### src/rtl/trc_pkg.sv
package trc_pkg;

  typedef enum logic [1:0] {SEL_ALL, SEL_POSTED, SEL_NONPOSTED, SEL_CPL} typeSel_e;
  typedef enum logic [1:0] {DIR_IN, DIR_OUT, DIR_BOTH, DIR_BOTH_NOP2P} dirSel_e;
  typedef enum logic [1:0] {CLS_POSTED, CLS_NONPOSTED, CLS_CPL} tlpClass_e;

  // control to datapath strobes
  typedef struct packed {
    logic       load;
    logic       active;
    logic       wide;
    logic [2:0] wordIdx;
  } ctrlStrobe_t;

  // fmtType = {Fmt[1:0], Type[4:0]}
  function automatic tlpClass_e classify(input logic [6:0] fmtType);
    logic [4:0] typ;
    typ = fmtType[4:0];
    if (typ[4:3] == 2'b10)              return CLS_POSTED;
    else if (typ[4:1] == 4'b0101)       return CLS_CPL;
    else if (typ[4:1] == 4'b0000)       return fmtType[6] ? CLS_POSTED : CLS_NONPOSTED;
    else                                return CLS_NONPOSTED;
  endfunction

endpackage

### src/rtl/trc_ctrl.sv
module trc_ctrl
  import trc_pkg::*;
#(
  parameter int NUM_PORTS = 8,
  parameter int PORT_W    = 3,
  parameter int REQ_W     = 16
) (
  input  logic                 clk,
  input  logic                 rstN,
  input  logic                 captureEn,
  input  logic                 cfgFilterWr,
  input  logic [NUM_PORTS-1:0] cfgPortMask,
  input  logic                 cfgReqEn,
  input  logic [REQ_W-1:0]     cfgReqId,
  input  logic                 cfgModeWr,
  input  logic [1:0]           cfgTypeSel,
  input  logic [1:0]           cfgDirSel,
  input  logic                 cfgWide,
  input  logic                 hdrValid,
  output logic                 hdrReady,
  input  logic [6:0]           fmtType,
  input  logic [REQ_W-1:0]     reqId,
  input  logic [PORT_W-1:0]    portIdx,
  input  logic                 isOutbound,
  input  logic                 isP2p,
  output logic                 outValid,
  input  logic                 outReady,
  output logic                 outLast,
  output ctrlStrobe_t          strobe
);

  localparam logic [2:0] LAST_NARROW = 3'd3;
  localparam logic [2:0] LAST_WIDE   = 3'd7;

  logic [NUM_PORTS-1:0] portMaskReg;
  logic                 reqEnReg;
  logic [REQ_W-1:0]     reqIdReg;
  typeSel_e             typeSelReg;
  dirSel_e              dirSelReg;
  logic                 wideReg;

  logic       busy;
  logic       recWide;
  logic [2:0] wordIdx;
  logic [2:0] lastIdx;

  logic      filterHit, typeHit, dirHit, capture;
  tlpClass_e cls;

  // configuration, frozen while capture is on
  always_ff @(posedge clk) begin
    if (!rstN) begin
      portMaskReg <= '0;
      reqEnReg    <= 1'b0;
      reqIdReg    <= '0;
      typeSelReg  <= SEL_POSTED;
      dirSelReg   <= DIR_IN;
      wideReg     <= 1'b0;
    end else if (!captureEn) begin
      if (cfgFilterWr) begin
        portMaskReg <= cfgPortMask;
        reqEnReg    <= cfgReqEn;
        reqIdReg    <= cfgReqId;
      end
      if (cfgModeWr) begin
        typeSelReg <= typeSel_e'(cfgTypeSel);
        dirSelReg  <= dirSel_e'(cfgDirSel);
        wideReg    <= cfgWide;
      end
    end
  end

  always_comb begin
    cls = classify(fmtType);
    filterHit = 1'b0;
    if (reqEnReg && portMaskReg == '0) filterHit = (reqId == reqIdReg);
    else if (!reqEnReg && portMaskReg != '0) filterHit = portMaskReg[portIdx];
    unique case (typeSelReg)
      SEL_ALL:       typeHit = 1'b1;
      SEL_POSTED:    typeHit = (cls == CLS_POSTED);
      SEL_NONPOSTED: typeHit = (cls == CLS_NONPOSTED);
      default:       typeHit = (cls == CLS_CPL);
    endcase
    unique case (dirSelReg)
      DIR_IN:   dirHit = !isOutbound;
      DIR_OUT:  dirHit = isOutbound;
      DIR_BOTH: dirHit = 1'b1;
      default:  dirHit = !isP2p;
    endcase
  end

  assign hdrReady = !busy;
  assign capture  = hdrValid && hdrReady && captureEn && filterHit && typeHit && dirHit;
  assign lastIdx  = recWide ? LAST_WIDE : LAST_NARROW;

  always_ff @(posedge clk) begin
    if (!rstN) begin
      busy    <= 1'b0;
      recWide <= 1'b0;
      wordIdx <= '0;
    end else if (capture) begin
      busy    <= 1'b1;
      recWide <= wideReg;
      wordIdx <= '0;
    end else if (busy && outReady) begin
      if (wordIdx == lastIdx) busy <= 1'b0;
      else                    wordIdx <= wordIdx + 3'd1;
    end
  end

  assign outValid       = busy;
  assign outLast        = busy && (wordIdx == lastIdx);
  assign strobe.load    = capture;
  assign strobe.active  = busy;
  assign strobe.wide    = recWide;
  assign strobe.wordIdx = wordIdx;

  assert_hold_R9: assert property (@(posedge clk) disable iff (!rstN)
    (busy && !outReady) |=> (busy && $stable(wordIdx) && $stable(recWide)));

  assert_filter_exclusive_R2: assert property (@(posedge clk) disable iff (!rstN)
    strobe.load |-> ((portMaskReg != '0) != reqEnReg));

  assert_cfg_frozen_R8: assert property (@(posedge clk) disable iff (!rstN)
    (captureEn && (cfgFilterWr || cfgModeWr)) |=>
      ($stable(portMaskReg) && $stable(reqEnReg) && $stable(reqIdReg) &&
       $stable(typeSelReg) && $stable(dirSelReg) && $stable(wideReg)));

  assert_off_no_capture_R11: assert property (@(posedge clk) disable iff (!rstN)
    (!captureEn && !busy) |=> !busy);

endmodule

### src/rtl/trc_dpath.sv
module trc_dpath
  import trc_pkg::*;
#(
  parameter int TS_W = 32
) (
  input  logic             clk,
  input  logic             rstN,
  input  ctrlStrobe_t      strobe,
  input  logic [31:0]      hdrDw0,
  input  logic [31:0]      hdrDw1,
  input  logic [31:0]      hdrDw2,
  input  logic [31:0]      hdrDw3,
  input  logic [31:0]      prefixDw,
  input  logic             prefixValid,
  input  logic [TS_W-1:0]  timeNow,
  output logic [31:0]      outData
);

  localparam int          NUM_HDR  = 4;
  localparam int          LOW_TS   = 11;
  localparam logic [31:0] MARKER   = 32'hFFFF_FFFF;

  logic [31:0] hdrIn [NUM_HDR];
  logic [31:0] hdrReg [NUM_HDR];
  logic [31:0] preReg;
  logic [31:0] tsReg;
  logic [31:0] packedDw0;

  assign hdrIn[0] = hdrDw0;
  assign hdrIn[1] = hdrDw1;
  assign hdrIn[2] = hdrDw2;
  assign hdrIn[3] = hdrDw3;

  for (genvar i = 0; i < NUM_HDR; i++) begin : gHdr
    always_ff @(posedge clk) begin
      if (!rstN)            hdrReg[i] <= '0;
      else if (strobe.load) hdrReg[i] <= hdrIn[i];
    end
  end

  always_ff @(posedge clk) begin
    if (!rstN) begin
      preReg <= '0;
      tsReg  <= '0;
    end else if (strobe.load) begin
      preReg <= prefixValid ? prefixDw : 32'd0;
      tsReg  <= 32'(timeNow);
    end
  end

  assign packedDw0 = {hdrReg[0][30:29], hdrReg[0][28:24], hdrReg[0][23], hdrReg[0][19],
                      hdrReg[0][16], hdrReg[0][13], hdrReg[0][9:0], tsReg[LOW_TS-1:0]};

  always_comb begin
    outData = '0;
    if (strobe.wide) begin
      unique case (strobe.wordIdx)
        3'd0:    outData = MARKER;
        3'd1:    outData = preReg;
        3'd2:    outData = hdrReg[0];
        3'd3:    outData = hdrReg[1];
        3'd4:    outData = hdrReg[2];
        3'd5:    outData = hdrReg[3];
        3'd6:    outData = 32'd0;
        default: outData = tsReg;
      endcase
    end else begin
      unique case (strobe.wordIdx[1:0])
        2'd0:    outData = packedDw0;
        2'd1:    outData = hdrReg[1];
        2'd2:    outData = hdrReg[2];
        default: outData = hdrReg[3];
      endcase
    end
  end

  assert_marker_R7: assert property (@(posedge clk) disable iff (!rstN)
    (strobe.active && strobe.wide && strobe.wordIdx == 3'd0) |-> (outData[31:11] == 21'h1FFFFF));

endmodule

### src/rtl/tlp_trace_fmt.sv
module tlp_trace_fmt
  import trc_pkg::*;
#(
  parameter int NUM_PORTS = 8,
  parameter int REQ_W     = 16,
  parameter int TS_W      = 32
) (
  input  logic                         clk,
  input  logic                         rstN,
  input  logic                         captureEn,
  input  logic                         cfgFilterWr,
  input  logic [NUM_PORTS-1:0]         cfgPortMask,
  input  logic                         cfgReqEn,
  input  logic [REQ_W-1:0]             cfgReqId,
  input  logic                         cfgModeWr,
  input  logic [1:0]                   cfgTypeSel,
  input  logic [1:0]                   cfgDirSel,
  input  logic                         cfgWide,
  input  logic                         hdrValid,
  output logic                         hdrReady,
  input  logic [31:0]                  hdrDw0,
  input  logic [31:0]                  hdrDw1,
  input  logic [31:0]                  hdrDw2,
  input  logic [31:0]                  hdrDw3,
  input  logic [31:0]                  prefixDw,
  input  logic                         prefixValid,
  input  logic [REQ_W-1:0]             reqId,
  input  logic [$clog2(NUM_PORTS)-1:0] portIdx,
  input  logic                         isOutbound,
  input  logic                         isP2p,
  input  logic [TS_W-1:0]              timeNow,
  output logic                         outValid,
  input  logic                         outReady,
  output logic [31:0]                  outData,
  output logic                         outLast
);

  localparam int PORT_W = $clog2(NUM_PORTS);

  ctrlStrobe_t strobe;

  trc_ctrl #(.NUM_PORTS(NUM_PORTS), .PORT_W(PORT_W), .REQ_W(REQ_W)) uCtrl (
    .clk(clk), .rstN(rstN), .captureEn(captureEn),
    .cfgFilterWr(cfgFilterWr), .cfgPortMask(cfgPortMask), .cfgReqEn(cfgReqEn),
    .cfgReqId(cfgReqId), .cfgModeWr(cfgModeWr), .cfgTypeSel(cfgTypeSel),
    .cfgDirSel(cfgDirSel), .cfgWide(cfgWide),
    .hdrValid(hdrValid), .hdrReady(hdrReady), .fmtType(hdrDw0[30:24]),
    .reqId(reqId), .portIdx(portIdx), .isOutbound(isOutbound), .isP2p(isP2p),
    .outValid(outValid), .outReady(outReady), .outLast(outLast), .strobe(strobe)
  );

  trc_dpath #(.TS_W(TS_W)) uDpath (
    .clk(clk), .rstN(rstN), .strobe(strobe),
    .hdrDw0(hdrDw0), .hdrDw1(hdrDw1), .hdrDw2(hdrDw2), .hdrDw3(hdrDw3),
    .prefixDw(prefixDw), .prefixValid(prefixValid), .timeNow(timeNow),
    .outData(outData)
  );

endmodule

### config.mk
export PLATFORM = sky130hd
export DESIGN_NAME = tlp_trace_fmt
export DESIGN_NICKNAME = d
export VERILOG_FILES = /design/src/rtl/trc_pkg.sv /design/src/rtl/trc_ctrl.sv /design/src/rtl/trc_dpath.sv /design/src/rtl/tlp_trace_fmt.sv
export SDC_FILE = /design/constraint.sdc
export NUM_CORES = 1
export LEC_CHECK = 0
export BUFFER_PORTS_ARGS = -buffer_cell sky130_fd_sc_hd__buf_2
export CORE_ASPECT_RATIO = 0.9
export CORE_MARGIN = 1
export CORE_UTILIZATION = 53
export DETAILED_ROUTE_END_ITERATION = 16
export PLACE_DENSITY = 0.91
export SYNTH_ARGS = -nofsm -noshare
export SYNTH_HDL_FRONTEND = slang
export SYNTH_SLANG_ARGS = --single-unit
### constraint.sdc
create_clock -name clk -period 4.4 [get_ports clk]
set_clock_uncertainty 0.05 [all_clocks]
set_input_delay 0.66 -clock clk [delete_from_list [all_inputs] [get_ports clk]]
set_output_delay 0.66 -clock clk [all_outputs]
set_load 0.05 [all_outputs]
## Yosys cells after proc, flatten, opt, wreduce, memory -nomap -nowiden

Memories as Yosys holds them, arrays and structs flattened.
Cells that the tools add are included.

| word-level totals | value |
|---|---|
| register bits | 99 |
| memories | 1 |
| logic and storage cells | 93 |
| RAM bits | 128 |
| input port bits | 251 |
| output and inout port bits | 35 |

| cells by class | value |
|---|---|
| bitwise operators | 7 |
| order comparisons | 1 |
| add/sub/neg operators | 1 |
| eq/ne operators | 18 |
| mux-type cells | 26 |
| reduce and logical (&&, ||, !) cells | 28 |

Memories:

| memory | depth | width | rd ports | clocked after Yosys merged registers in | wr ports | line | source |
|---|---|---|---|---|---|---|---|
| uDpath.hdrReg | 4 | 32 | 4 | 0 | 4 | trc_dpath.sv:24 | `logic [31:0] hdrReg [NUM_HDR];` |

Operators with widths:

| kind | count |
|---|---|
| case mux 32 bit (7 select lines) | 1 |
| two-way mux 32 bit | 6 |
| case mux 32 bit (3 select lines) | 1 |
| equality test 16 bit | 1 |
| two-way mux 1 bit | 11 |
| equality test 2 bit, second input constant | 5 |
| equality test 3 bit, second input constant | 3 |
| logical AND 1 bit | 9 |
| equality test 2 x 1 -> 1 bit, second input constant | 4 |
| logical NOT 2 bit | 4 |
| logical NOT 8 bit | 1 |
| AND reduction 2 bit | 4 |
| nonzero test 8 bit | 1 |
| equality test 3 x 2 -> 1 bit, second input constant | 2 |
| two-way mux 2 bit | 3 |
| case mux 1 bit (3 select lines) | 2 |
| equality test 4 x 3 -> 1 bit, second input constant | 1 |
| logical NOT 1 bit | 4 |
| logical NOT 4 bit | 1 |
| < comparator 3 x 4 -> 1 bit, second input constant | 1 |
| bitwise OR 1 bit | 4 |
| nonzero test 2 bit | 2 |
| adder 3 x 1 -> 3 bit, second input constant | 1 |
| binary-select mux 1 bit (select 3 bit) | 1 |
| other kinds (6) | 8 |

## Depth between registers and ports, before layout

Gate-level depths: netlist (run 1).

| logic depth | value |
|---|---|
| word-level depth | 12 |
| depth in mapped cells | 12 |
| gate-level depth less buffers | 8 |

## Hierarchy

From an unflattened synthesis (run 1), not the netlist that was laid out.

| second synthesis, totals | value |
|---|---|
| cells, all modules | 1139 |
| area total of the unflattened synthesis | 11686.2 µm² |

By module, submodules not included:

| module | cells each | sequential area each (µm²) | times used | area an instance (µm²) |
|---|---|---|---|---|
| trc_dpath | 937 | 5124.9 | 1 | 9937.0 |
| trc_ctrl | 202 | 700.7 | 1 | 1749.2 |

## Worst setup path before layout (run 1)

OpenSTA, ideal clock, no wires.

| timing path | value |
|---|---|
| path kind | input to register |
| from | in hdrDw0[25] |
| to | mem uDpath.hdrReg[0][0] (enable) |
| arrival | 3.439 ns |
| data required time | 3.924 ns |
| buffers on the path | 1 |
| stages | 7 |
| setup time | 0.426 ns |
| path slack | 0.485 ns |
| cell sequence | or4b_1 a211oi_1 nor4_1 a211oi_1 a21oi_1 buf_4 inv_2 |

RTL lines:

| element | line | source |
|---|---|---|
| start: declaration | tlp_trace_fmt.sv:21 | `input logic [31:0] hdrDw0,` |
| end: declaration | trc_dpath.sv:24 |  |

## Worst setup path after layout (run 1)

| timing path | value |
|---|---|
| from | reg uCtrl.wordIdx[1] |
| to | out outData[20] |

| between the ends | value |
|---|---|
| longest elaborated chain between the ends | 3 |
| elaborated cells on any way between the ends | 13 |
| those cells by class | eq/ne: 8; mux: 3; reduce/logical: 2 |

Ends and longest elaborated chain:

| element | line | source |
|---|---|---|
| start: declaration | trc_ctrl.sv:44 | `logic [2:0] wordIdx;` |
| start signal: assignment | trc_ctrl.sv:107 | `else wordIdx <= wordIdx + 3'd1;` |
| equality test 3 bit, or another cell as far along | trc_dpath.sv:57 | `unique case (strobe.wordIdx)` |
| case mux 32 bit (7 select lines) or case mux 32 bit (3 select lines) (tied branches) | trc_dpath.sv:57, trc_dpath.sv:68 |  |
| two-way mux 32 bit * | trc_dpath.sv:56 | `if (strobe.wide) begin` |
| end: declaration | tlp_trace_fmt.sv:34 | `output logic [31:0] outData,` |

Every way passes the cells marked *; elsewhere a longest branch is shown, timed or not.

==> impl_metrics.toml, run 1 <==
[route]
wirelength_um = 30600
route.vias.total = 9270
viasPerCell = 6.28
drc = 0
wl_per_cell_um = 20.7
ant_nets = 0
dr.pass1.iters = 9
dr.first_iter.drc_count = 1235

[timing]
slew-limit-headroom_pct = 23.1
tightestPinTransition_ns = 1.15
fmax_ghz = 0.242
layout_setup_ws_ns = 0.263
fin_setup_tns_ns = 0
hold_viol_final = 0
setup_violations = 0
finalMaxSlewViolations = 0
post-route-period-util_pct = 94.0
fin_crit_ns = 4.14
rsz0062_at_grt = "false"

[worst_setup_path]
crit_type = "flop to output port"
worstPathRequired_ns = 3.69
crit_fanout = 33
end_kind = "output port"
rrSetupSlack_ns = 1.31
crit_path_start_kind = "flop"
worstPathArrival_ns = 3.43
reg2reg_from = "uCtrl.portMaskReg[7]"
reg2reg_to = "uDpath.hdrReg[3][11]"
worstRegToRegCells = 7

[floorplanning]
die-area_um2 = 20300
die_y_um = 135
ios = 286
core.rowCount = 48
initial_core_util_pct = 54.4
die_w_um = 150
core_um2 = 19300

[synth]
syn_inst = 965
syn_avg_cell_area_um2 = 10.9
synth_edf_count = 128
synthDistinctLibCells = 42
synthArstFlopShare_pct = 0
ys_ff_latch = 227
synth_nets = 1221
synth_flop_cell = "edfxtp_1"
synth_area_um2 = 10500
seq_area_frac_synth_pct = 55.6
yosys_warnings = 0

[global_route]
antenna_found_initial = 6
grt_pass1_vias = 8743
grt.total_usage_pct = 29.5
overflow = 0
grt_max_degree = 163
grt_pass1_wl_um = 46300

[clock_network]
cts_buffers = 25
htree_levels = 1
cts_setup_buffers = 0
clock_latency_ns = 0.53
clk_transition_reported_paths_ns = 0.06
clock_sinks = 227
cts_tree = "built"
root_buffer = "clkbuf_16"
clk_path_buf_depth = 3
cts_resized = 0
postCtsHoldBufs = 0

[placed_design]
io_buffers = 285
placed_area_um2 = 12000
place_hpwl_um = 19900
place.gp.congestion = 0.920
pre_cts_slack_ns = 0.870
dp.cells = 1426

[cells_and_area]
finish.instance_area_um2 = 12900
nNetsFinal = 1459
final_layout_size_suffix_gt1_share_pct = 29.0
fin_cells = 1477
syn2layout_area_growth_pct = 23.1

[min_path]
hold_depth = 2
min_from = "timeNow[15]"
hold_path_class = "input port to flop"
hold_end = "uDpath.tsReg[15]"

[power_and_ir_drop]
fin_total_pwr_mw = 4.83
irDropWorstVdd_mv = 0.371
power_density_nw_per_um2 = 375
p_leak_nw = 5.36

[run]
drv_cap = 0

[outcome]
outcome = "finished clean"
how the worst max path moves through the flow:
stage / startpoint / end / slack (ns) / depth (start not counted)
after floorplan: hdrDw0[25] / uDpath.hdrReg[0][0] / 0.49 / 7
after global placement: uCtrl.wordIdx[1] / outData[20] / 0.92 / 8
after detailed placement: uCtrl.wordIdx[0] / outData[18] / 0.87 / 7
after CTS: uCtrl.wordIdx[0] / outData[20] / 0.32 / 7
after global routing: uCtrl.wordIdx[0] / outData[1] / 0.13 / 7
final: uCtrl.wordIdx[1] / outData[20] / 0.26 / 8
cells in the mapped netlist, drive strengths merged (2+ instances only):
library cell  number  share of area, %
nand2b             2              0.12
dfxtp             99                19
xnor2              7              0.58
o211ai            43               3.1
a21oi             49               2.3
o21ai             67               3.2
ha                 5              0.60
xor2              11              0.92
a221oi            11              0.92
nor2              11              0.39
and3               2              0.12
edfxtp           128                37
inv               10              0.36
nor4               5              0.30
nor2b              3              0.18
nor3               2              0.20
buf               32               1.7
a211oi             3              0.21
nand3              4              0.19
nand4              3              0.18
clkbuf            60               2.1
mux2i              9              0.86
a222oi            64               6.1
a22o              86               7.2
nand2            109               3.9
and2             129               7.7
worst max-delay path: stages, from the launching register on:
cell and delay [ns]:
dfxtp_1 0.33, inv_1 0.10, ha_2 0.64, and2_2 0.83, a222oi_1 0.19, o211ai_1 0.15, o211ai_1 0.13, o21ai_0 0.19
buf_2 0.32
final cells by class:
type,instances,area [µm²]
timing repair buffer,303,1610
inverter,10,42.5
tap,250,313
multi-input combinational,636,4240
clock inverter,10,145
fill,1416,6380
antenna,5,12.5
clock buffer,36,708
sequential,227,5830
cell families after synthesis:
family / after synthesis / share of synthesized area [%]
compound gates: 328 / 23.4
xor+xnor: 18 / 1.50
fa+ha+maj: 5 / 0.597
buf+inv: 102 / 4.25
flops: 227 / 55.6
mux: 9 / 0.860
simple gates: 276 / 13.8
cells in the final DEF (no fill, tap or decap), types with 3 or more instances in the layout:
| master | synthesis | final |
|---|---|---|
| dfxtp_1 | 99 | 98 |
| edfxtp_1 | 128 | 128 |
| buf_2 | 8 | 284 |
| and2_1 | 129 | 128 |
| buf_12 | 0 | 4 |
| bufinv_16 | 0 | 3 |
| inv_1 | 8 | 8 |
| a22o_1 | 86 | 86 |
| clkbuf_16 | 0 | 26 |
| diode_2 | 0 | 5 |
| nor2b_1 | 3 | 3 |
| nand2_1 | 109 | 109 |
| xor2_1 | 11 | 11 |
| nand3_1 | 4 | 4 |
| o211ai_1 | 43 | 43 |
| clkinv_2 | 0 | 4 |
| a222oi_1 | 64 | 64 |
| nor2_1 | 11 | 10 |
| o21ai_0 | 67 | 66 |
| xnor2_1 | 7 | 7 |
| buf_4 | 6 | 15 |
| clkbuf_1 | 60 | 8 |
| mux2i_1 | 9 | 9 |
| a21oi_1 | 49 | 48 |
| ha_2 | 0 | 3 |
| nand4_1 | 3 | 3 |
| nor4_1 | 5 | 5 |
| a221oi_1 | 11 | 11 |
| a211oi_1 | 3 | 3 |
metal layers:
metal  vias to the layer above  wire (µm)  global-route usage (%)
li1                       4176          -                       -
met1                      4257      11400                    39.5
met2                       712      14100                    46.2
met3                       123       3440                    4.61
met4                         2       1540                    16.0
met5                         -         11                       0
power by group:
part	total [mW]	internal, mW	switching (mW)
Sequential	2.35	2.30	0.0429
Combinational	0.331	0.142	0.189
Clock	2.15	1.31	0.847
Total	4.83	3.75	1.08
registers in the layout, indices dropped and copies added, names as in the netlist:
register           cells
uDpath.tsReg          32
uDpath.preReg         32
uDpath.hdrReg        128
uCtrl.wordIdx          3
uCtrl.recWide          1
uCtrl.portMaskReg      8
uCtrl.reqEnReg         1
uCtrl.dirSelReg        2
uCtrl.typeSelReg       2
uCtrl.outValid         1
uCtrl.reqIdReg        16
uCtrl.wideReg          1
metrics by stage:
stage          utilization (%)  hold slack (ns)
2_1_floorplan                -            0.391
3_3_place_gp              62.4            0.404
3_5_place_dp              62.4            0.410
4_1_cts                   66.8            0.283
5_1_grt                   66.9            0.280
6_report                  66.9            0.293
Power figures use the tool's default switching activity.
==> run 2: changes to the inputs <==
--- a/config.mk
+++ b/config.mk
@@ -8,9 +8,10 @@
 export BUFFER_PORTS_ARGS = -buffer_cell sky130_fd_sc_hd__buf_2
 export CORE_ASPECT_RATIO = 0.9
 export CORE_MARGIN = 1
-export CORE_UTILIZATION = 53
+export CORE_UTILIZATION = 58
+export CTS_BUF_LIST = sky130_fd_sc_hd__clkbuf_8
 export DETAILED_ROUTE_END_ITERATION = 16
-export PLACE_DENSITY = 0.91
+export PLACE_DENSITY = 0.95
 export SYNTH_ARGS = -nofsm -noshare
 export SYNTH_HDL_FRONTEND = slang
 export SYNTH_SLANG_ARGS = --single-unit
==> constraint.sdc (replaced) <==
create_clock -name clk -period 5 [get_ports clk]
set_clock_uncertainty 0.05 [all_clocks]
set_input_delay 0.75 -clock clk [delete_from_list [all_inputs] [get_ports clk]]
set_output_delay 0.75 -clock clk [all_outputs]
set_load 0.05 [all_outputs]
==> impl_metrics.toml, run 2 (synthesized netlist as in run 1, its figures left out) <==
[outcome]
outcome = "finished clean"

[global_route]
grt_pass1_wl_um = 46300
grt_pass1_vias = 8856
grt.total_usage_pct = 32.7
antenna_found_initial = 4
grt_max_degree = 151
overflow = 0

[timing]
finalMaxSlewViolations = 0
fin_crit_ns = 4.38
fmax_ghz = 0.228
setup_violations = 0
fin_setup_tns_ns = 0
tightestPinTransition_ns = 1.24
whs_ns = 0.383
post-route-period-util_pct = 87.7
hold_viol_final = 0
slew-limit-headroom_pct = 17.1
rsz0062_at_grt = "false"
layout_setup_ws_ns = 0.617

[route]
route.vias.total = 9305
ant_nets = 0
drc = 0
dr.first_iter.drc_count = 1300
dr.pass1.iters = 9
wl_per_cell_um = 20.7
wirelength_um = 30700
viasPerCell = 6.25

[worst_setup_path]
path_depth = 11
slowest_delay_ns = 0.64
worstPathRequired_ns = 4.20
worstPathArrival_ns = 3.58
crit_path_top_delay_cell = "or4_2"
worstRegToRegCells = 7
crit_path_start_kind = "flop"
cp_num_buf_inv = 4
crit_type = "flop to output port"
crit_family = "buffers and inverters"
end_kind = "output port"
crit_fanout = 23
crit_top_cell = "buf_4"
crit_chain = "buf_4 -> inv_1 -> buf_4 -> ha_2 -> or4_2 -> o21ai_2 -> a21oi_1 -> nand2_1 -> o211ai_1 -> o21ai_0 -> buf_2"

[clock_network]
htree_levels = 2
cts_tree = "built"
clk_transition_reported_paths_ns = 0.06
cts_resized = 0
cts_setup_buffers = 0
clock_sinks = 227
cts_buffers = 38
clock_latency_ns = 0.52
root_buffer = "clkbuf_8"
clk_path_buf_depth = 3
postCtsHoldBufs = 0

[cells_and_area]
largest_reg_flops = 128
top_register = "uDpath.hdrReg"
multi_input_area_um2 = 4240
reg_top3 = "uDpath.hdrReg x128, uDpath.preReg x32, uDpath.tsReg x32"
final_common_cell = "buf_2"
finish.instance_area_um2 = 12700
post-route-util_pct = 72.1
syn2layout_area_growth_pct = 21.5
final_cell_mix = "285 x buf_2, 128 x and2_1, 128 x edfxtp_1"
regArea_um2 = 5830
fin_cells = 1488
nNetsFinal = 1469
fill_cells = 1203
final_layout_size_suffix_gt1_share_pct = 29.5

[floorplanning]
die_w_um = 144
ios = 286
die-area_um2 = 18600
core_um2 = 17700
die_y_um = 130
core.rowCount = 46
initial_core_util_pct = 59.3

[power_and_ir_drop]
fin_total_pwr_mw = 3.98
irDropWorstVdd_mv = 0.209
p_leak_nw = 5.35
power_density_nw_per_um2 = 313

[run]
drv_cap = 0

[placed_design]
pre_cts_slack_ns = 1.25
dp.cells = 1413
io_buffers = 285
place.gp.congestion = 0.916
place_hpwl_um = 19700
placed_area_um2 = 12000

[min_path]
hold_path_class = "input port to flop"
hold_depth = 2
## run 2: changes by cell type in the layout (fill, tap and decap cells not counted), moves of 2 or more
cell / delta
buf_12: -2
buf_4: -2
clkbuf_1: -8
clkbuf_16: -26
clkbuf_8: +39
clkinv_1: +3
clkinv_2: +2
clkinvlp_4: +3
inv_1: +14
## run 2: layer usage
layer  up-vias  GRT usage (%)  share of wire, %
met3       114           5.84                12
li1       4195              -                 -
met2       709           52.6                46
met4         0           16.0               3.8
met5         -              0                 0
met1      4287           43.0                38
## run 2: layout make-up
class / instances / share of cell area [%]
Sequential cell: 227 / 45.8
Antenna cell: 5 / 0.0982
Multi-Input combinational cell: 636 / 33.3
Inverter: 10 / 0.334
Clock inverter: 29 / 1.45
Timing Repair Buffer: 300 / 12.3
Tap cell: 240 / 2.36
Clock buffer: 41 / 4.43
## run 2: path summary, 6_finish.rpt
kind | start | endpoint | slack [ns]
worst max-delay path | uCtrl.wordIdx[2] | outData[19] | 0.62
worst min-delay path | rstN | uCtrl.typeSelReg[0] | 0.38
worst max register to register | uCtrl.portMaskReg[4] | uDpath.hdrReg[0][16] | 1.90
worst min register to register | uCtrl.reqIdReg[4] | uCtrl.reqIdReg[4] | 0.42
## run 2: where the power goes
| part | switching (mW) | internal [mW] |
|---|---|---|
| logic | 0.170 | 0.122 |
| clock network | 0.757 | 0.869 |
| registers | 0.0366 | 2.03 |
==> run 3: changes to the inputs <==
--- a/config.mk
+++ b/config.mk
@@ -15,3 +15,4 @@
 export SYNTH_ARGS = -nofsm -noshare
 export SYNTH_HDL_FRONTEND = slang
 export SYNTH_SLANG_ARGS = --single-unit
+export TNS_END_PERCENT = 100
==> constraint.sdc (replaced) <==
create_clock -name clk -period 5 [get_ports clk]
set_clock_uncertainty 0.05 [all_clocks]
set_input_delay 0.75 -clock clk [delete_from_list [all_inputs] [get_ports clk]]
set_output_delay 0.75 -clock clk [all_outputs]
set_load 0.01 [all_outputs]
==> impl_metrics.toml, run 3 (synthesized netlist as in run 1, its figures left out) <==
[timing]
fin_setup_tns_ns = 0
tightestPinTransition_ns = 1.25
rsz0062_at_grt = "false"
finalMaxSlewViolations = 0
hold_viol_final = 0
fin_crit_ns = 4.25
fmax_ghz = 0.235
setup_violations = 0
whs_ns = 0.380
layout_setup_ws_ns = 0.752
post-route-period-util_pct = 85.0
slew-limit-headroom_pct = 16.7

[clock_network]
cts_resized = 0
cts_setup_buffers = 0
cts_tree = "built"
htree_levels = 2
postCtsHoldBufs = 0
clock_sinks = 227
clock_latency_ns = 0.53
root_buffer = "clkbuf_8"
clk_transition_reported_paths_ns = 0.07
cts_buffers = 37
clk_path_buf_depth = 3

[route]
ant_nets = 0
drc = 0
route.vias.total = 9364
dr.first_iter.drc_count = 1301
viasPerCell = 6.31
dr.pass1.iters = 7
wirelength_um = 31400
wl_per_cell_um = 21.2

[power_and_ir_drop]
intPower_mw = 2.92
p_sw_mw = 0.919
p_comb_share_pct = 6.9
power.switching_fraction_pct = 23.9
p_clk_share_pct = 39.3
seq_power_share_pct = 53.8
irDropWorstVdd_mv = 0.250
p_leak_nw = 5.32
power_density_nw_per_um2 = 303
fin_total_pwr_mw = 3.84

[placed_design]
place_hpwl_um = 20000
pre_cts_slack_ns = 1.25
io_buffers = 285
place.gp.congestion = 0.934
placed_area_um2 = 12000

[floorplanning]
initial_core_util_pct = 59.3
die_w_um = 144
ios = 286
die-area_um2 = 18600
core_um2 = 17700
core.rowCount = 46
die_y_um = 130

[global_route]
grt_pass1_vias = 8882
overflow = 0
antenna_found_initial = 4
grt_max_degree = 163
grt_pass1_wl_um = 46400
grt.total_usage_pct = 33.1

[cells_and_area]
final_common_cell = "buf_2"
top_register = "uDpath.hdrReg"
final_layout_size_suffix_gt1_share_pct = 29.1
finish.instance_area_um2 = 12700
final_cell_mix = "285 x buf_2, 128 x and2_1, 128 x edfxtp_1"
reg_top3 = "uDpath.hdrReg x128, uDpath.preReg x32, uDpath.tsReg x32"
largest_reg_flops = 128
nNetsFinal = 1468
syn2layout_area_growth_pct = 20.8

[outcome]
outcome = "finished clean"

[worst_setup_path]
crit_chain = "inv_1 -> ha_2 -> inv_1 -> o21ai_2 -> a21oi_1 -> nand2_1 -> o211ai_1 -> o21ai_0 -> buf_2"
crit_type = "flop to output port"
worstRegToRegCells = 7
crit_fanout = 29
end_kind = "output port"
crit_path_start_kind = "flop"
slowest_delay_ns = 0.99
worstPathRequired_ns = 4.20
crit_top_cell = "inv_1"
worstPathArrival_ns = 3.45
crit_path_top_delay_cell = "o21ai_2"

[min_path]
hold_path_class = "input port to flop"
hold_depth = 2

[run]
drv_cap = 0
run 3: metrics by stage:
step,utilization [%],instances
4_1_cts,71.6,1480
2_1_floorplan,-,965
3_3_place_gp,67.8,1413
6_report,71.7,1484
5_1_grt,71.7,1483
3_5_place_dp,67.8,1413
run 3: power groups by stage:
stage                     Clock, mW  Sequential [mW]  Combinational [mW]
after floorplan                   0             2.09               0.115
after global placement            0             2.10               0.252
after detailed placement          0             2.10               0.259
after CTS                      1.52             2.06               0.263
after global routing           1.60             2.07               0.286
final                          1.51             2.06               0.266
run 3: layout make-up:
type	count	area, µm²
Sequential cell	227	5830
Clock inverter	25	103
Multi-Input combinational cell	636	4240
Antenna cell	4	10.0
Clock buffer	42	578
Inverter	10	42.5
Timing Repair Buffer	300	1560
Tap cell	240	300
Fill cell	1240	5000
run 3: metal layers:
| layer | wire [µm] | vias to the layer above | global-route usage [%] |
|---|---|---|---|
| met5 | 0 | - | 0 |
| met4 | 1230 | 0 | 17.4 |
| met2 | 14800 | 717 | 52.5 |
| met1 | 11800 | 4337 | 43.2 |
| met3 | 3630 | 116 | 6.58 |
| li1 | - | 4194 | - |
run 3: final timing paths:
check / endpoint / slack, ns / start
worst max-delay path: outData[14] / 0.75 / uCtrl.wordIdx[0]
worst min-delay path: uDpath.tsReg[15] / 0.38 / timeNow[15]
worst max register to register: uDpath.hdrReg[0][6] / 1.82 / uCtrl.portMaskReg[3]
worst min register to register: uCtrl.reqIdReg[1] / 0.42 / uCtrl.reqIdReg[1]
run 3: critical path: cells and delay by family, from the launching register on:
family                     cells  cell delay, ns
and+or+nand+nor                1            0.13
DFF                            1            0.35
buffers and inverters          3            0.49
adders and majority gates      1            0.63
AOI/OAI and AO/OA              4            1.32
